File: src/rtl/rti_tick_gen.sv
module rti_tick_gen #(
  parameter int BASE_BITS = 13,
  parameter int RATE_BITS = 2,
  parameter int DW        = 8,
  parameter int FLAG_BIT  = 6,
  parameter int EN_BIT    = 6
) (
  input  logic          clk,
  input  logic          rst,
  input  logic          wr_en,
  input  logic          wr_sel,
  input  logic [DW-1:0] wr_data,
  output logic          flag_o,
  output logic          irq_o
);
  localparam int NRATE = 2 ** RATE_BITS;
  localparam int CNT_W = BASE_BITS + NRATE - 1;

  logic [CNT_W-1:0]     div_q;
  logic [RATE_BITS-1:0] rate_q;
  logic                 en_q;
  logic                 flag_q;
  logic [NRATE-1:0]     hit;
  logic                 tick;
  logic                 ctl_wr;
  logic                 clr;

  for (genvar g = 0; g < NRATE; g++) begin : g_tap
    assign hit[g] = &div_q[BASE_BITS+g-1:0];
  end

  assign tick   = hit[rate_q];
  assign ctl_wr = wr_en && !wr_sel;
  assign clr    = wr_en && wr_sel && wr_data[FLAG_BIT];

  always_ff @(posedge clk) begin
    if (rst) begin
      div_q  <= '0;
      rate_q <= '0;
      en_q   <= 1'b0;
      flag_q <= 1'b0;
    end else begin
      div_q <= div_q + 1'b1;
      if (ctl_wr) begin
        rate_q <= wr_data[RATE_BITS-1:0];
        en_q   <= wr_data[EN_BIT];
      end
      if (tick)     flag_q <= 1'b1;
      else if (clr) flag_q <= 1'b0;
    end
  end

  assign flag_o = flag_q;
  assign irq_o  = flag_q && en_q;
endmodule

File: config.mk
export PLATFORM = sky130hd
export DESIGN_NAME = rti_tick_gen
export DESIGN_NICKNAME = d
export VERILOG_FILES = /design/src/rtl/rti_tick_gen.sv
export SDC_FILE = /design/constraint.sdc
export NUM_CORES = 1
export LEC_CHECK = 0
export ABC_CLOCK_PERIOD_IN_PS = 3600
export BUFFER_PORTS_ARGS = -buffer_cell sky130_fd_sc_hd__clkbuf_2
export CAP_MARGIN = 10
export CORE_MARGIN = 10
export CORE_UTILIZATION = 50
export DETAILED_ROUTE_END_ITERATION = 12
export GPL_TIMING_DRIVEN = 1
export PLACE_DENSITY = 0.72
export SYNTH_ARGS = -nofsm -noshare
export SYNTH_HDL_FRONTEND = slang
export SYNTH_SLANG_ARGS = --single-unit
File: constraint.sdc
create_clock -name clk -period 3.6 [get_ports clk]
set_input_delay 0.54 -clock clk [delete_from_list [all_inputs] [get_ports clk]]
set_output_delay 0.54 -clock clk [all_outputs]
set_load 0.02 [all_outputs]
==> impl_metrics.csv <==
group,metric,value,unit
status,run_status,"finished clean",
detailed_routing,final_antenna_net_count,0,
final_layout,mostFrequentLayoutCells,"21 x nor2_1, 20 x dfxtp_1, 9 x xnor2_1, 8 x clkbuf_2",
critical_path,worst_setup_path_start_kind,"register",
clocking,clkSinkCount,20,
yosys,async_flop_share,0,%
critical_path,r2r_end,"div_q[12]",
yosys,synth_seq_cells,20,
timing,final.hold.worst_slack,0.4531,ns
timing,timing.final.setup_violations,0,
job,drv.max_cap_violation_count,0,
yosys,mappedNetlistNets,108,
timing,post_layout_minimum_cycle_time,1.500,ns
grt,grt_pass1_wl,2.829,mm
pwr,power_density,450.1,nW/µm²
timing,unrepaired_setup_endpoints_after_global_routing,"no",
clocking,cts_resized,0,
grt,gr-usage-all-layers,9.979,%
grt,grt_max_degree,22,
placed_design,post-dp-hpwl,1.141,mm
final_layout,num_antenna_cells,0,
floorplan,number_of_top_level_design_ports,14,
yosys,post_synth_and_or_nand_nor_area_fraction,28.63,%
timing,final_hold_viol_count,0,
pwr,lkg_pwr,0.3556,nW
timing,slew_viol_final,0,
clocking,cts_max_path_buffers,2,
clocking,insertion_delay,0.31,ns
critical_path,critical_path_required,3.80,ns
pwr,report.power.total,0.0004348,W
yosys,synth_enable_flop_cells,0,
yosys,netlist_area,860.8,µm²
hold_path,hold_path.class,"in -> reg",
final_layout,area_taken_by_multi_input_logic_gates,437.9,µm²
yosys,synth_seq_area_share,46.51,%
floorplan,core_area,1559,µm²
timing,fmaxAchievable,666.5,MHz
detailed_routing,dr.first_iter.drc_count,10,
detailed_routing,wl_per_cell,13.03,µm
floorplan,design.die.area,3781,µm²
yosys,dominant_combinational_cell_family_by_area_after_synthesis,"simple AND/OR/NAND/NOR gates",
timing,max_slew.worst_pin.slew,0.4086,ns
hold_path,holdPathStages,3,
clocking,post_cts_hold_buffer_count,0,
timing,fin_worst_skew,0.006050,ns
critical_path,critical_path_peak_fanout,5,
final_layout,drive_above_1_share,15.24,%
final_layout,final_nets,119,
clocking,cts_max_level,1,
detailed_routing,firstDrtPassIters,4,
detailed_routing,detail_route.drc_violations,0,
final_layout,fin_cells,121,
detailed_routing,vias,670,
floorplan,placementRows,14,
hold_path,hold_path_end,"rate_q[1]",
timing,relSlewSlack,72.76,%
final_layout,layout.cells.most_common,"nor2_1",
hold_path,worstHoldStart,"wr_data[1]",
critical_path,worstPathArrival,1.70,ns
pwr,internal_power,0.0003464,W
yosys,post_synthesis_cell_type_count,23,
grt,overflow,0,
timing,setup_tns,0,ns
floorplan,start_util,55.22,%
grt,first_global_vias,650,
timing,fin_crit_sh,41.68,%
grt,grt_antenna_before_repair,0,
critical_path,worstRegToRegCells,5,
yosys,ys_warn_count,0,
yosys,syn_inst,95,
yosys,post_synth_xor_xnor_area,14.24,%
clocking,clk_pin_slew_worst_paths,0.12,ns
pwr,total_switching_power,0.00008838,W
clocking,post_cts_buffers,0,
clocking,cts_root_buffer,"clkbuf_4",
critical_path,worst_setup_path_end_kind,"register",
pwr,vdd_ir_drop_max,0.2885,mV
pwr,switching_share,20.33,%
yosys,synthAdderAreaFrac,1.453,%
yosys,synth.mux.area_fraction,2.326,%
pwr,power.sequential.fraction,52.9,%
critical_path,ff2ff_setup_slack,2.10,ns
floorplan,die-height,61.49,µm
final_layout,n_fill_cell,146,
placed_design,port-buffer-count,8,
final_layout,sequential_cell_area,400.4,µm²
pwr,share_of_power_burned_in_the_clock_network,42.8,%
clocking,numCtsBuffers,3,
yosys,syn_area_per_cell,9.061,µm²
detailed_routing,routed_wl,1.577,mm
final_layout,area_growth,12.21,%
placed_design,finalWeightedCongestion,0.7385,
floorplan,die-width,61.49,µm
placed_design,dp_cells,117,
yosys,synth-compound-area-share,4.215,%
pwr,p_comb_share,4.3,%
detailed_routing,detail_route.vias_per_cell,5.537,
critical_path,crit-reg2reg-launch,"div_q[0]",
critical_path,classification_of_the_worst_setup_path,"reg -> reg",
yosys,yosys_most_used_dff,"dfxtp_1",
clocking,cts_tree,"yes",
[critical path, stage by stage (launching register included)]
cell	delay [ns]
dfxtp_1	0.40
ha_1	0.29
inv_1	0.10
nor4_1	0.39
xnor2_1	0.16
nor2_1	0.05
[power groups by stage]
stage / clock (W) / sequential [W] / combinational [W]
5_1_grt: 0.000197 / 0.000231 / 0.0000211
3_3_place_gp: 0 / 0.000235 / 0.0000183
6_report: 0.000186 / 0.000230 / 0.0000186
3_5_place_dp: 0 / 0.000235 / 0.0000183
2_1_floorplan: 0 / 0.000234 / 0.0000125
4_1_cts: 0.000187 / 0.000230 / 0.0000188
[worst max path at each step]
stage,startpoint,slack (ns),to,cells past startpoint
finish,div_q[0],2.10,div_q[12],5
global route,div_q[0],1.93,div_q[12],5
CTS,en_q,2.09,irq_o,2
detailed placement,div_q[0],2.13,div_q[12],5
global placement,div_q[0],2.14,div_q[12],5
floorplan,div_q[0],2.30,div_q[12],5
[synthesized netlist by cell type (all sizes together) (4+ instances only)]
cell	number	share of area [%]
nand4	5	6.1
nand3	4	2.3
inv	4	1.7
xor2	5	5.1
nand2	5	2.2
nor2	21	9.2
nor4	5	3.6
dfxtp	20	47
xnor2	9	9.2
[registers in the layout (all words and copies together) (netlist names)]
register and cells:
en_q 1, flag_o 1, rate_q 2, div_q 16
[area by class of cell]
class                           count  area share, %
Clock inverter                      1          3.109
Timing Repair Buffer                8          4.145
Tap cell                           16          2.073
Inverter                            4          1.554
Clock buffer                        3          2.332
Sequential cell                    20          41.45
Multi-Input combinational cell     69          45.34
[stage by stage]
stage	utilization (%)	setup WS (ns)	cell area, µm²
floorplan	-	2.295	860.8
global placement	58.59	2.141	913.4
detailed placement	58.59	2.132	913.4
CTS	61.96	2.093	965.9
global route	61.96	1.934	965.9
finish	61.96	2.100	965.9
[logic make-up after synthesis]
group	count (synthesis)
AO/OA/AOI/OAI	5
XOR/XNOR	14
adder cells (fa/ha/maj)	1
buffers and inverters	6
flip-flops	20
multiplexers	2
AND/OR/NAND/NOR	47
[per-layer routing]
metal | vias up | global-route usage (%) | wire (µm)
met5 | - | 0 | 0
met1 | 309 | 12.09 | 698
li1 | 349 | - | -
met2 | 7 | 15.08 | 788
met4 | 0 | 5.732 | 39
met3 | 5 | 3.292 | 50
Note: power is estimated with default switching activity, not from simulation.
